## config.mk

```make
export PLATFORM = sky130hd
export DESIGN_NAME = vlen_cfg_unit
export DESIGN_NICKNAME = d
export VERILOG_FILES = /design/src/rtl/vlc_pkg.sv /design/src/rtl/vlc_popcount.sv /design/src/rtl/vlc_divider.sv /design/src/rtl/vlc_scale_clamp.sv /design/src/rtl/vlen_cfg_unit.sv
export SDC_FILE = /design/constraint.sdc
export NUM_CORES = 1
export LEC_CHECK = 0
export ABC_AREA = 1
export ABC_CLOCK_PERIOD_IN_PS = 3500
export BUFFER_PORTS_ARGS = -buffer_cell sky130_fd_sc_hd__buf_2
export CAP_MARGIN = 25
export CORE_MARGIN = 3
export CORE_UTILIZATION = 55
export DETAILED_ROUTE_END_ITERATION = 8
export HOLD_SLACK_MARGIN = 0.06
export PLACE_DENSITY = 0.78
export REMOVE_ABC_BUFFERS = 1
export SLEW_MARGIN = 20
export SYNTH_ARGS = -nofsm -noshare
export SYNTH_HDL_FRONTEND = slang
export SYNTH_SLANG_ARGS = --single-unit
```

## constraint.sdc

```tcl
create_clock -name clk -period 3.5 [get_ports clk]
set_clock_uncertainty 0.2 [all_clocks]
set_input_delay 0.175 -clock clk [delete_from_list [all_inputs] [get_ports clk]]
set_output_delay 0.175 -clock clk [all_outputs]
set_load 0.1 [all_outputs]
```

## src/rtl/vlc_pkg.sv

```systemverilog
package vlc_pkg;

  typedef enum logic [1:0] {
    SEL_MASK = 2'b00,
    SEL_INT  = 2'b01,
    SEL_FLT  = 2'b10,
    SEL_SIZE = 2'b11
  } vlc_sel_e;

  function automatic int vlc_ones(input logic [31:0] v);
    int n;
    n = 0;
    for (int i = 0; i < 32; i++) n += int'(v[i]);
    return n;
  endfunction

endpackage

```

## src/rtl/vlc_popcount.sv

```systemverilog
module vlc_popcount #(
  parameter int W = 8,
  localparam int OW = $clog2(W + 1)
) (
  input  logic [W-1:0]  vec,
  output logic [OW-1:0] ones
);
  // adder chain; each stage adds one mask bit
  logic [OW-1:0] part [W+1];
  assign part[0] = '0;
  for (genvar g = 0; g < W; g++) begin : g_stage
    assign part[g+1] = part[g] + OW'(vec[g]);
  end
  assign ones = part[W];
endmodule

```

## src/rtl/vlc_divider.sv

```systemverilog
module vlc_divider #(
  parameter int N_W = 16,
  parameter int D_W = 9,
  localparam int C_W = $clog2(N_W + 1)
) (
  input  logic           clk,
  input  logic           rst,
  input  logic           start,
  input  logic [N_W-1:0] dividend,
  input  logic [D_W-1:0] divisor,
  output logic           busy,
  output logic           done,
  output logic [N_W-1:0] quotient
);
  logic [N_W-1:0] num_q;
  logic [D_W-1:0] dvr_q;
  logic [D_W-1:0] rem_q;
  logic [C_W-1:0] cnt_q;
  logic [D_W:0]   trial;
  logic           fits;
  logic [D_W:0]   diff;

  always_comb begin
    trial = {rem_q, num_q[N_W-1]};
    fits  = trial >= {1'b0, dvr_q};
    diff  = trial - {1'b0, dvr_q};
  end

  always_ff @(posedge clk) begin
    if (rst) begin
      busy     <= 1'b0;
      done     <= 1'b0;
      num_q    <= '0;
      dvr_q    <= '0;
      rem_q    <= '0;
      cnt_q    <= '0;
      quotient <= '0;
    end else begin
      done <= 1'b0;
      if (start && !busy) begin
        busy     <= 1'b1;
        num_q    <= dividend;
        dvr_q    <= divisor;
        rem_q    <= '0;
        quotient <= '0;
        cnt_q    <= C_W'(N_W);
      end else if (busy) begin
        rem_q    <= fits ? diff[D_W-1:0] : trial[D_W-1:0];
        quotient <= {quotient[N_W-2:0], fits};
        num_q    <= num_q << 1;
        cnt_q    <= cnt_q - 1'b1;
        if (cnt_q == C_W'(1)) begin
          busy <= 1'b0;
          done <= 1'b1;
        end
      end
    end
  end

  // divider finishes with a single pulse
  a_r3_div_done_pulse: assert property (@(posedge clk) disable iff (rst)
    done |=> !done);
  a_r3_div_end_signals_done: assert property (@(posedge clk) disable iff (rst)
    $fell(busy) |-> done);
endmodule

```

## src/rtl/vlc_scale_clamp.sv

```systemverilog
module vlc_scale_clamp #(
  parameter int Q_W     = 16,
  parameter int CB_W    = 4,
  parameter int LEN_W   = 16,
  parameter int VL_CEIL = 2048,
  localparam int P_W    = Q_W + CB_W
) (
  input  logic [Q_W-1:0]   quot,
  input  logic [CB_W-1:0]  banks,
  output logic [LEN_W-1:0] len
);
  logic [P_W-1:0] prod;
  always_comb begin
    prod = P_W'(quot) * P_W'(banks);
    if (prod > P_W'(VL_CEIL)) len = LEN_W'(VL_CEIL);
    else                      len = prod[LEN_W-1:0];
  end
endmodule

```

## src/rtl/vlen_cfg_unit.sv

```systemverilog
module vlen_cfg_unit #(
  parameter int MASK_W     = 8,
  parameter int CNT_W      = 8,
  parameter int SIZE_W     = 16,
  parameter int LEN_W      = 16,
  parameter int VL_CEIL    = 2048,
  parameter int RESET_MASK = 255,
  parameter int RESET_USE  = 32,
  parameter int RESET_SIZE = 256,
  parameter int RESET_MAX  = 32,
  localparam int CB_W      = $clog2(MASK_W + 1),
  localparam int D_W       = CNT_W + 1
) (
  input  logic              clk,
  input  logic              rst,
  input  logic              wr_en,
  input  logic [1:0]        wr_sel,
  input  logic [SIZE_W-1:0] wr_data,
  input  logic              cfg_start,
  output logic              cfg_busy,
  output logic              cfg_done,
  input  logic              vl_req_valid,
  input  logic [LEN_W-1:0]  vl_req_len,
  output logic              vl_grant_valid,
  output logic [LEN_W-1:0]  vl_grant_len,
  output logic [MASK_W-1:0] bank_mask,
  output logic [CB_W-1:0]   bank_count,
  output logic [LEN_W-1:0]  max_len,
  output logic [LEN_W-1:0]  cur_len
);
  import vlc_pkg::*;

  localparam int RESET_CNT = vlc_ones(32'(RESET_MASK));

  logic [CNT_W-1:0]  int_use, flt_use;
  logic [SIZE_W-1:0] bank_size;
  logic [CB_W-1:0]   cnt_snap;
  logic [CB_W-1:0]   wr_ones;
  logic [D_W-1:0]    use_sum, div_dvr;
  logic              div_busy, div_done;
  logic [SIZE_W-1:0] div_quot;
  logic [LEN_W-1:0]  new_max;
  logic              accept_cfg;
  logic              req_pend;
  logic [LEN_W-1:0]  req_hold;
  vlc_sel_e          sel;

  assign sel        = vlc_sel_e'(wr_sel);
  assign accept_cfg = cfg_start && !cfg_busy;
  assign use_sum    = D_W'(int_use) + D_W'(flt_use);
  assign div_dvr    = (use_sum < D_W'(2)) ? D_W'(1) : use_sum - D_W'(1);

  vlc_popcount #(.W(MASK_W)) u_pop (
    .vec  (wr_data[MASK_W-1:0]),
    .ones (wr_ones)
  );

  vlc_divider #(.N_W(SIZE_W), .D_W(D_W)) u_div (
    .clk      (clk),
    .rst      (rst),
    .start    (accept_cfg),
    .dividend (bank_size),
    .divisor  (div_dvr),
    .busy     (div_busy),
    .done     (div_done),
    .quotient (div_quot)
  );

  vlc_scale_clamp #(
    .Q_W(SIZE_W), .CB_W(CB_W), .LEN_W(LEN_W), .VL_CEIL(VL_CEIL)
  ) u_scale (
    .quot  (div_quot),
    .banks (cnt_snap),
    .len   (new_max)
  );

  // setting registers
  always_ff @(posedge clk) begin
    if (rst) begin
      bank_mask  <= MASK_W'(RESET_MASK);
      bank_count <= CB_W'(RESET_CNT);
      int_use    <= CNT_W'(RESET_USE);
      flt_use    <= CNT_W'(RESET_USE);
      bank_size  <= SIZE_W'(RESET_SIZE);
    end else if (wr_en) begin
      case (sel)
        SEL_MASK: begin
          bank_mask  <= wr_data[MASK_W-1:0];
          bank_count <= wr_ones;
        end
        SEL_INT:  if (!cfg_busy) int_use   <= wr_data[CNT_W-1:0];
        SEL_FLT:  if (!cfg_busy) flt_use   <= wr_data[CNT_W-1:0];
        SEL_SIZE: if (!cfg_busy) bank_size <= wr_data;
        default: ;
      endcase
    end
  end

  // configure sequencing
  always_ff @(posedge clk) begin
    if (rst) begin
      cfg_busy <= 1'b0;
      cfg_done <= 1'b0;
      cnt_snap <= '0;
      max_len  <= LEN_W'(RESET_MAX);
    end else begin
      cfg_done <= 1'b0;
      if (accept_cfg) begin
        cfg_busy <= 1'b1;
        cnt_snap <= bank_count;
      end
      if (div_done) begin
        max_len  <= new_max;
        cfg_done <= 1'b1;
        cfg_busy <= 1'b0;
      end
    end
  end

  // set-length requests, held across a recomputation
  always_ff @(posedge clk) begin
    if (rst) begin
      req_pend       <= 1'b0;
      req_hold       <= '0;
      vl_grant_valid <= 1'b0;
      vl_grant_len   <= '0;
      cur_len        <= '0;
    end else begin
      vl_grant_valid <= 1'b0;
      if (vl_req_valid && (cfg_busy || cfg_start)) begin
        req_pend <= 1'b1;
        req_hold <= vl_req_len;
      end else if (vl_req_valid) begin
        req_pend       <= 1'b0;
        vl_grant_valid <= 1'b1;
        vl_grant_len   <= (vl_req_len < max_len) ? vl_req_len : max_len;
        cur_len        <= (vl_req_len < max_len) ? vl_req_len : max_len;
      end else if (req_pend && !cfg_busy) begin
        req_pend       <= 1'b0;
        vl_grant_valid <= 1'b1;
        vl_grant_len   <= (req_hold < max_len) ? req_hold : max_len;
        cur_len        <= (req_hold < max_len) ? req_hold : max_len;
      end
    end
  end

  a_r1_count_matches_mask: assert property (@(posedge clk) disable iff (rst)
    bank_count == CB_W'($countones(bank_mask)));
  a_r4_max_capped: assert property (@(posedge clk) disable iff (rst)
    max_len <= LEN_W'(VL_CEIL));
  a_r5_grant_bounded: assert property (@(posedge clk) disable iff (rst)
    vl_grant_valid |-> (vl_grant_len <= max_len && vl_grant_len == cur_len));
  a_r7_no_grant_after_busy: assert property (@(posedge clk) disable iff (rst)
    vl_grant_valid |-> !$past(cfg_busy));
  a_r8_done_one_cycle: assert property (@(posedge clk) disable iff (rst)
    cfg_done |=> !cfg_done);
  a_r8_busy_ends_at_done: assert property (@(posedge clk) disable iff (rst)
    $fell(cfg_busy) |-> cfg_done);
  a_r9_settings_frozen: assert property (@(posedge clk) disable iff (rst)
    $past(cfg_busy) |-> ($stable(int_use) && $stable(flt_use) && $stable(bank_size)));
  a_r10_busy_matches_divider: assert property (@(posedge clk) disable iff (rst)
    cfg_busy |-> (div_busy || div_done));
endmodule

```

==> results of run 1 <==
[cell usage in the layout, fill, tap and decap left out, types with 9 or more instances in the layout]
| cell | instances |
|---|---|
| nand3_2 | 13 |
| ha_4 | 11 |
| o21bai_1 | 18 |
| nand2_4 | 11 |
| dlygate4sd3_1 | 37 |
| nor3_1 | 9 |
| o21ai_0 | 83 |
| a21oi_2 | 10 |
| inv_2 | 23 |
| nand2_1 | 338 |
| nand3b_1 | 42 |
| nor2_1 | 138 |
| clkbuf_16 | 18 |
| o22ai_2 | 10 |
| buf_4 | 58 |
| a21oi_1 | 58 |
| ha_1 | 65 |
| inv_1 | 226 |
| buf_2 | 101 |
| dfxtp_1 | 154 |
| fa_1 | 33 |
| nand3_1 | 82 |
| nand2_2 | 41 |
[state kept, by name, summed over array words and instances, names as in the netlist, 9 cells and up]
signal          count
u_div.quotient     16
cur_len            16
u_div.rem_q         9
max_len            16
u_div.dvr_q         9
bank_size          16
req_hold           16
u_div.num_q        16
[worst paths after layout]
| path | start | end | slack, ps | cells after the start |
|---|---|---|---|---|
| setup / recovery | cnt_snap[1] | max_len[8] | -220 | 21 |
| hold / removal | wr_en | bank_count[3] | 100 | 6 |
| setup reg to reg | cnt_snap[1] | max_len[8] | -220 | 21 |
| hold reg to reg | bank_mask[2] | bank_mask[2] | 260 | 2 |
[cell usage after synthesis, types with 6 or more instances]
master    number
o21ai_0       83
nor2_1       144
nand2_2       17
ha_1          77
nor3_1        10
o21bai_1      19
inv_1        243
nor2_2         6
xor2_1         9
nand4_1        8
fa_1          34
a21oi_1       66
clkinv_1       6
o22ai_2       10
nand3_1       93
clkbuf_1      35
dfxtp_1      157
nand2_1      371
buf_4         21
buf_2          8
nand3b_1      42
xnor2_1        9
o22ai_1        7
[worst min-delay path, stage by stage]
cell and delay [ps]:
buf_2 100, inv_1 70, nor3_1 60, buf_4 170, nand2_1 60, o21ai_0 60
[cell families after synthesis]
kind of cell,after synthesis,share of synthesized area
AOI/OAI and AO/OA,220,0.123
buffers and inverters,320,0.121
xor gates and xnor gates,19,0.0163
and+or+nand+nor,707,0.290
adders and majority gates,111,0.154
DFF,157,0.295
[per-stage QoR]
step                power, mW  setup TNS [ps]  area [um^2]   util
detailed placement       3.27           -2110        11600  0.614
CTS                      5.08            -271        12900  0.683
global placement         3.24           -1220        11600  0.614
floorplan                2.95           -1410        10300      -
global route             5.31           -3870        13100  0.693
finish                   5.09           -2200        13100  0.693
[routing by layer]
metal  wire (um)  part of all wire  global-route usage  vias to the layer above
met5           0                 0                   0                        -
met4         696             0.024              0.0864                        0
met3        1900             0.066              0.0506                       64
met2       14300              0.50               0.461                      424
met1       11900              0.41               0.321                     4929
li1            -                 -                   -                     5150
[final cells by class]
cell class	count	area, um^2	area share
Clock buffer	18	439	0.0335
Clock inverter	14	130	0.00994
Inverter	254	953	0.0728
Multi-Input combinational cell	1058	6690	0.511
Sequential cell	157	3150	0.241
Tap cell	260	325	0.0249
Timing Repair Buffer	200	1400	0.107
[repair_timing]
action                                  in CTS  in global routing
resized for setup                           73                 44
gates cloned                                 1                  1
endpoints found under the hold margin       81                  0
endpoints found under the setup margin      12                 12
buffers inserted                             4                  3
pin swaps                                   41                 42
hold buffers                                37                  0
[power by group through the flow]
| stage | sequential (mW) | clock, mW | combinational [mW] |
|---|---|---|---|
| final | 1.95 | 1.80 | 1.34 |
| after global routing | 1.96 | 1.89 | 1.46 |
| after CTS | 1.95 | 1.81 | 1.32 |
| after detailed placement | 1.99 | 0 | 1.28 |
| after global placement | 1.99 | 0 | 1.25 |
| after floorplan | 2.30 | 0 | 0.653 |
==> results.sh, run 1 <==
export IMPL_drive_gt1_frac=0.206
export IMPL_htreeDepth=4
export IMPL_post_place_cells=1883
export IMPL_worst_pin_slew_ps=842
export IMPL_viasPerCell=5.39
export IMPL_switchingPower_mw=1.84
export IMPL_gr_total_overflow=0
export IMPL_path_buf_inv=6
export IMPL_route_detailed_drc=0
export IMPL_setup_violations=12
export IMPL_fin_crit_sh=1.06
export IMPL_grt_first_pass_wirelength_mm=46.9
export IMPL_grt_max_degree=65
export IMPL_port_buffers=101
export IMPL_synth_flop_cell="dfxtp_1"
export IMPL_wl_per_cell_um=14.7
export IMPL_syn2layout_area_growth_pct=22.8
export IMPL_synth_async_reset_ratio=0
export IMPL_clock_path_buffers=2
export IMPL_fmax_ghz=0.269
export IMPL_arrival_ps=3870
export IMPL_ys_types=41
export IMPL_finalNonFillerCells=1961
export IMPL_die_y_um=145
export IMPL_dieWidth_um=145
export IMPL_hold_viol_final=0
export IMPL_p_clk_frac=0.353
export IMPL_routed_wl_mm=28.9
export IMPL_synth_warnings=0
export IMPL_drv_cap=0
export IMPL_ys_ff_latch=157
export IMPL_dieArea_um2=21100
export IMPL_nets=1838
export IMPL_critPathMostFrequentCell="inv_2"
export IMPL_yosysTopAreaCellShare=0.295
export IMPL_cts_buffers=17
export IMPL_synth_seq_area_share=0.295
export IMPL_start_kind="register"
export IMPL_core_um2=18900
export IMPL_place_ws_ps=-192
export IMPL_seqPwrFrac=0.384
export IMPL_worstPathMaxFanout=7
export IMPL_drtIter0Drc=773
export IMPL_ioPinCount=102
export IMPL_cp_end_kind="register"
export IMPL_fillers=1454
export IMPL_slew_headroom=0.438
export IMPL_grt_usage=0.261
export IMPL_initial_utilization=0.564
export IMPL_synth_cell_area_um2=10700
export IMPL_violations="setup timing"
export IMPL_yosys_area_top_type="dfxtp_1"
export IMPL_intPower_mw=3.25
export IMPL_synth_edff_count=0
export IMPL_synth_area_leaders="dfxtp_1 (29%), nand2_1 (13%), ha_1 (9.0%), inv_1 (8.6%), fa_1 (6.4%)"
export IMPL_required_ps=3650
export IMPL_irDropWorstVdd_v=0.000394
export IMPL_slew_violations=0
export IMPL_grt_pass1_vias=10100
export IMPL_place_gp_congestion=0.878
export IMPL_path_class="reg -> reg"
export IMPL_power_leakage_nw=6.96
export IMPL_holdWs_ps=98.6
export IMPL_diodes=0
export IMPL_status="complete, but fails checks"
export IMPL_period_minus_slack_ps=3720
export IMPL_path_cells="buf_12 -> nand2_2 -> inv_2 -> fa_1 -> inv_2 -> fa_1 -> inv_2 -> ha_4 -> nand2_4 -> inv_2 -> nand2_1 -> nand2_2 -> inv_2 -> nand2_4 -> nand2_2 -> nand2_2 -> nor2_2 -> nand3_2 -> a21oi_4 -> nand2_4 -> o22ai_2"
export IMPL_antenna_left=0
export IMPL_syn_inst=1534
export IMPL_swShare=0.361
export IMPL_rsz0062_at_grt="true"
export IMPL_path_clk_slew_ps=70
export IMPL_combPwrFrac=0.263
export IMPL_dr_total_vias=10600
export IMPL_cts_sinks=157
export IMPL_p_per_area_nw_per_um2=389
export IMPL_min_path_type="in -> reg"
export IMPL_antenna_found_initial=0
export IMPL_cpMaxStageDelayCell="fa_1"
export IMPL_cts_tree="built"
export IMPL_slowest_delay_ps=560
export IMPL_worst_slack_ps=-219
export IMPL_clk_latency_ps=440
export IMPL_clockRootBuffer="clkbuf_16"
export IMPL_syn_area_per_cell_um2=6.95
export IMPL_row_count=50
export IMPL_drtPass1Iterations=5
export IMPL_place_hpwl_mm=18.8
export IMPL_critical_path_top_delay_family="adder cells"
Note: power is estimated with default switching activity, not from simulation.
==> run 2: changes to the inputs <==
--- a/config.mk
+++ b/config.mk
@@ -12,9 +12,11 @@
 export CORE_MARGIN = 3
 export CORE_UTILIZATION = 55
 export DETAILED_ROUTE_END_ITERATION = 8
+export GPL_ROUTABILITY_DRIVEN = 0
 export HOLD_SLACK_MARGIN = 0.06
 export PLACE_DENSITY = 0.78
 export REMOVE_ABC_BUFFERS = 1
+export SKIP_CTS_REPAIR_TIMING = 1
 export SLEW_MARGIN = 20
 export SYNTH_ARGS = -nofsm -noshare
 export SYNTH_HDL_FRONTEND = slang
==> results.sh, run 2 (same netlist as run 1, synthesis figures left out) <==
export IMPL_clockRootBuffer="clkbuf_16"
export IMPL_cts_tree="built"
export IMPL_cpMaxStageDelayCell="fa_1"
export IMPL_place_hpwl_mm=18.8
export IMPL_wl_per_cell_um=14.7
export IMPL_dpl_cell_area_um2=11600
export IMPL_clk_latency_ps=430
export IMPL_initial_utilization=0.564
export IMPL_dr_total_vias=10500
export IMPL_grt_usage=0.243
export IMPL_start_kind="register"
export IMPL_post_place_cells=1883
export IMPL_drive_gt1_frac=0.204
export IMPL_slew_headroom=0.439
export IMPL_slowest_delay_ps=560
export IMPL_finalNonFillerCells=1955
export IMPL_fmax_ghz=0.271
export IMPL_gr_total_overflow=0
export IMPL_path_clk_slew_ps=70
export IMPL_ioPinCount=102
export IMPL_place_ws_ps=-192
export IMPL_cts_sinks=157
export IMPL_htreeDepth=4
export IMPL_total_power_mw=5.08
export IMPL_core_um2=18900
export IMPL_rsz0062_at_grt="true"
export IMPL_nets=1832
export IMPL_irDropWorstVdd_v=0.000392
export IMPL_min_path_type="in -> reg"
export IMPL_path_class="reg -> reg"
export IMPL_violations="setup timing"
export IMPL_grt_max_degree=65
export IMPL_slew_violations=0
export IMPL_hold_viol_final=0
export IMPL_dieWidth_um=145
export IMPL_grt_first_pass_wirelength_mm=43.8
export IMPL_clock_path_buffers=2
export IMPL_fin_crit_sh=1.05
export IMPL_tns_ps=-1850
export IMPL_dieArea_um2=21100
export IMPL_antenna_found_initial=0
export IMPL_required_ps=3650
export IMPL_fillers=1482
export IMPL_cp_end_kind="register"
export IMPL_worst_slack_ps=-187
export IMPL_drtPass1Iterations=6
export IMPL_syn2layout_area_growth_pct=22.1
export IMPL_antenna_left=0
export IMPL_multi_input_area_um2=6670
export IMPL_port_buffers=101
export IMPL_power_leakage_nw=6.90
export IMPL_final_common_cell="nand2_1"
export IMPL_grt_pass1_vias=9524
export IMPL_arrival_ps=3830
export IMPL_setup_violations=12
export IMPL_die_y_um=145
export IMPL_post_route_util=0.689
export IMPL_row_count=50
export IMPL_final_area_um2=13000
export IMPL_status="complete, but fails checks"
export IMPL_holdWs_ps=37.0
export IMPL_worstPathMaxFanout=16
export IMPL_cts_buffers=17
export IMPL_mostFrequentLayoutCells="nand2_1 (340), inv_1 (223), dfxtp_1 (154), nor2_1 (139), buf_2 (101)"
export IMPL_drv_cap=0
export IMPL_p_per_area_nw_per_um2=390
export IMPL_viasPerCell=5.37
export IMPL_routed_wl_mm=28.7
export IMPL_diodes=0
export IMPL_route_detailed_drc=0
export IMPL_seq_area_um2=3150
export IMPL_worst_pin_slew_ps=841
export IMPL_drtIter0Drc=869
export IMPL_period_minus_slack_ps=3690
export IMPL_path_cells="buf_12 -> nand2_1 -> inv_1 -> fa_1 -> inv_1 -> fa_1 -> inv_1 -> ha_4 -> nand2_2 -> nand2_2 -> nand2_1 -> nand2_1 -> inv_2 -> nand3_1 -> nand2_1 -> nand2_1 -> nor2_2 -> nand3_4 -> nor2_4 -> nand2_4 -> o22ai_2"
export IMPL_critPathMostFrequentCell="nand2_1"
## run 2: area by class of cell
| cell class | count | share of cell area |
|---|---|---|
| Clock buffer | 18 | 0.0337 |
| Clock inverter | 14 | 0.0100 |
| Inverter | 254 | 0.0732 |
| Multi-Input combinational cell | 1058 | 0.512 |
| Sequential cell | 157 | 0.242 |
| Tap cell | 260 | 0.0250 |
| Timing Repair Buffer | 194 | 0.104 |
## run 2: worst paths after layout
path,from,slack (ps),endpoint,cells past startpoint
max,cnt_snap[3],-190,max_len[10],21
min reg2reg,bank_mask[2],260,bank_mask[2],2
min,wr_sel[1],40,int_use[5],5
max reg2reg,cnt_snap[3],-190,max_len[10],21
## run 2: critical path: cells and delay by family (launching register included)
family,cells,cell delay (ps)
AOI/OAI and AO/OA,1,130
adders and majority gates,3,1360
buffers and inverters,5,410
DFF,1,330
and+or+nand+nor,12,1150
## run 2: report_power, final
| part | total [mW] | switching (mW) | internal, mW |
|---|---|---|---|
| Clock | 1.79 | 0.841 | 0.952 |
| Sequential | 1.95 | 0.0679 | 1.89 |
| Combinational | 1.33 | 0.922 | 0.410 |
| Total | 5.08 | 1.83 | 3.25 |
## run 2: layer usage
metal	wire (um)	track usage	up-vias
met4	694	0.0655	0
met3	1860	0.0434	71
li1	-	-	5137
met2	14200	0.423	409
met1	11900	0.310	4881
met5	0	0	-
==> run 3: changes to the inputs <==
--- a/config.mk
+++ b/config.mk
@@ -5,16 +5,15 @@
 export SDC_FILE = /design/constraint.sdc
 export NUM_CORES = 1
 export LEC_CHECK = 0
-export ABC_AREA = 1
 export ABC_CLOCK_PERIOD_IN_PS = 3500
 export BUFFER_PORTS_ARGS = -buffer_cell sky130_fd_sc_hd__buf_2
 export CAP_MARGIN = 25
 export CORE_MARGIN = 3
-export CORE_UTILIZATION = 55
+export CORE_UTILIZATION = 54
 export DETAILED_ROUTE_END_ITERATION = 8
 export GPL_ROUTABILITY_DRIVEN = 0
 export HOLD_SLACK_MARGIN = 0.06
-export PLACE_DENSITY = 0.78
+export PLACE_DENSITY = 0.77
 export REMOVE_ABC_BUFFERS = 1
 export SKIP_CTS_REPAIR_TIMING = 1
 export SLEW_MARGIN = 20
==> results.sh, run 3 <==
export IMPL_syn2layout_area_growth_pct=25.5
export IMPL_busiest_layer="met2"
export IMPL_required_ps=3640
export IMPL_use_met3=0.0379
export IMPL_dieArea_um2=20600
export IMPL_fmax_ghz=0.233
export IMPL_ys_ff_latch=157
export IMPL_cts_tree="built"
export IMPL_final_common_cell="nand2_1"
export IMPL_cp_end_kind="register"
export IMPL_worstPathMaxFanout=7
export IMPL_drtPass1Iterations=5
export IMPL_antenna_left=0
export IMPL_synth_edff_count=0
export IMPL_drtIter0Drc=595
export IMPL_path_clk_slew_ps=60
export IMPL_gr_total_overflow=0
export IMPL_clock_path_buffers=2
export IMPL_slew_violations=0
export IMPL_core_um2=18300
export IMPL_grt_pass1_vias=8795
export IMPL_dieWidth_um=143
export IMPL_syn_inst=1243
export IMPL_final_area_um2=12800
export IMPL_diodes=0
export IMPL_wl_per_cell_um=16.3
export IMPL_min_from="wr_en"
export IMPL_grt_first_pass_wirelength_mm=41.7
export IMPL_synth_flop_cell="dfxtp_1"
export IMPL_min_path_type="in -> reg"
export IMPL_synth_area_leaders="dfxtp_1 (31%), ha_1 (9.4%), nand2_1 (7.9%), fa_1 (6.7%), a21oi_1 (5.5%)"
export IMPL_nets=1588
export IMPL_port_buffers=101
export IMPL_initial_utilization=0.558
export IMPL_synthTopCellsByCount="nand2_1 (216), dfxtp_1 (157), a21oi_1 (112)"
export IMPL_yosysTopAreaCellShare=0.308
export IMPL_irDropWorstVdd_v=0.000399
export IMPL_use_met1=0.326
export IMPL_hold_viol_final=0
export IMPL_routed_wl_mm=27.3
export IMPL_cpMaxStageDelayCell="fa_1"
export IMPL_worstSetupStartpoint="cnt_snap[3]"
export IMPL_violations="setup timing"
export IMPL_dpl_cell_area_um2=11500
export IMPL_slowest_delay_ps=580
export IMPL_synth_cell_area_um2=10200
export IMPL_met2_usage=0.410
export IMPL_syn_area_per_cell_um2=8.21
export IMPL_synth_most_common_cell="nand2_1"
export IMPL_period_minus_slack_ps=4300
export IMPL_setup_violations=12
export IMPL_arrival_ps=4430
export IMPL_drv_cap=0
export IMPL_clockRootBuffer="clkbuf_16"
export IMPL_yosys_area_top_type="dfxtp_1"
export IMPL_rr_startpoint="cnt_snap[3]"
export IMPL_htreeDepth=4
export IMPL_grt_max_degree=79
export IMPL_cts_buffers=17
export IMPL_place_hpwl_mm=18.0
export IMPL_start_kind="register"
export IMPL_worst_slack_ps=-797
export IMPL_p_per_area_nw_per_um2=390
export IMPL_status="complete, but fails checks"
export IMPL_worst_pin_slew_ps=943
export IMPL_drive_gt1_frac=0.228
export IMPL_route_detailed_drc=0
export IMPL_synth_async_reset_ratio=0
export IMPL_holdWs_ps=87.3
export IMPL_clk_latency_ps=420
export IMPL_dr_total_vias=9578
export IMPL_ys_types=70
export IMPL_antenna_found_initial=0
export IMPL_synth_warnings=0
export IMPL_fillers=1419
export IMPL_viasPerCell=5.70
export IMPL_mostFrequentLayoutCells="nand2_1 (216), dfxtp_1 (150), buf_4 (113), a21oi_1 (108), buf_2 (100)"
export IMPL_row_count=49
export IMPL_die_y_um=143
export IMPL_grt_usage=0.245
export IMPL_path_class="reg -> reg"
export IMPL_path_cells="and2_1 -> fa_1 -> inv_1 -> fa_1 -> inv_1 -> ha_4 -> o21ai_2 -> a21oi_2 -> buf_4 -> o21a_1 -> or4_4 -> a21oi_4 -> nand4_4 -> or2_1 -> o31ai_1"
export IMPL_synth_seq_area_share=0.308
export IMPL_power_leakage_nw=5.59
export IMPL_slew_headroom=0.372
export IMPL_ioPinCount=102
export IMPL_cts_sinks=157
export IMPL_rsz0062_at_grt="true"
export IMPL_fin_crit_sh=1.23
[run 3: changes by cell type in the layout (fill, tap and decap cells not counted), sizes merged, moves of 16 or more]
cell,previous run,this run
a2111oi,0,21
a21oi,71,113
and2,3,48
buf,158,217
inv,254,92
mux2i,0,44
nand2,390,216
nand3,97,5
nand3b,42,3
nor2,152,97
nor2b,0,18
o2111a,0,16
o21ai,88,30
o21bai,19,3
[run 3: worst paths after layout]
| kind | endpoint | slack [ps] | depth (start not counted) |
|---|---|---|---|
| max | max_len[9] | -800 | 15 |
| max reg2reg | max_len[9] | -800 | 15 |
| min reg2reg | bank_size[5] | 260 | 2 |
| min | bank_count[1] | 90 | 4 |
[run 3: critical path, delay by kind of cell (launching register included)]
family | cells | cell delay [ps]
compound gates | 5 | 790
fa+ha+maj | 3 | 1370
buf+inv | 3 | 310
flops | 1 | 370
simple gates | 4 | 1160
[run 3: metrics by stage]
step	std cells	worst slack, ps	TNS [ps]	util	total power [mW]
finish	1679	-797	-9070	0.701	5.00
global route	1679	-951	-11210	0.701	5.21
CTS	1635	-861	-9730	0.660	4.96
detailed placement	1604	-820	-9180	0.628	3.09
global placement	1603	-768	-8720	0.627	3.06
floorplan	1167	-697	-16600	-	2.81
[run 3: layout make-up]
class	instances	area [um^2]	share of cell area
clock buffers	18	429	0.0335
inverters	88	330	0.0258
well taps	229	287	0.0224
multi-input cells	922	6690	0.523
clock inverters	13	164	0.0128
repair buffers	252	1740	0.136
flip-flops and latches	157	3160	0.247
[run 3: logic make-up after synthesis]
logic type               Yosys count  share of synthesized area
buffers and inverters            164                     0.0672
AO/OA/AOI/OAI                    285                      0.193
XOR/XNOR                          28                     0.0240
adder cells (fa/ha/maj)          111                      0.161
AND/OR/NAND/NOR                  454                      0.203
multiplexers                      44                     0.0432
flip-flops                       157                      0.308
[run 3: layer usage]
metal | vias to the layer above | share of wire
met4 | 0 | 0.022
met1 | 4540 | 0.43
li1 | 4670 | -
met2 | 320 | 0.49
met3 | 48 | 0.052
met5 | - | 0
[run 3: power by group]
part,leakage (nW),internal [mW],switching (mW)
Combinational,4.01,0.415,0.753
Sequential,1.28,1.87,0.0779
Clock,0.293,1.12,0.759
Total,5.59,3.41,1.59
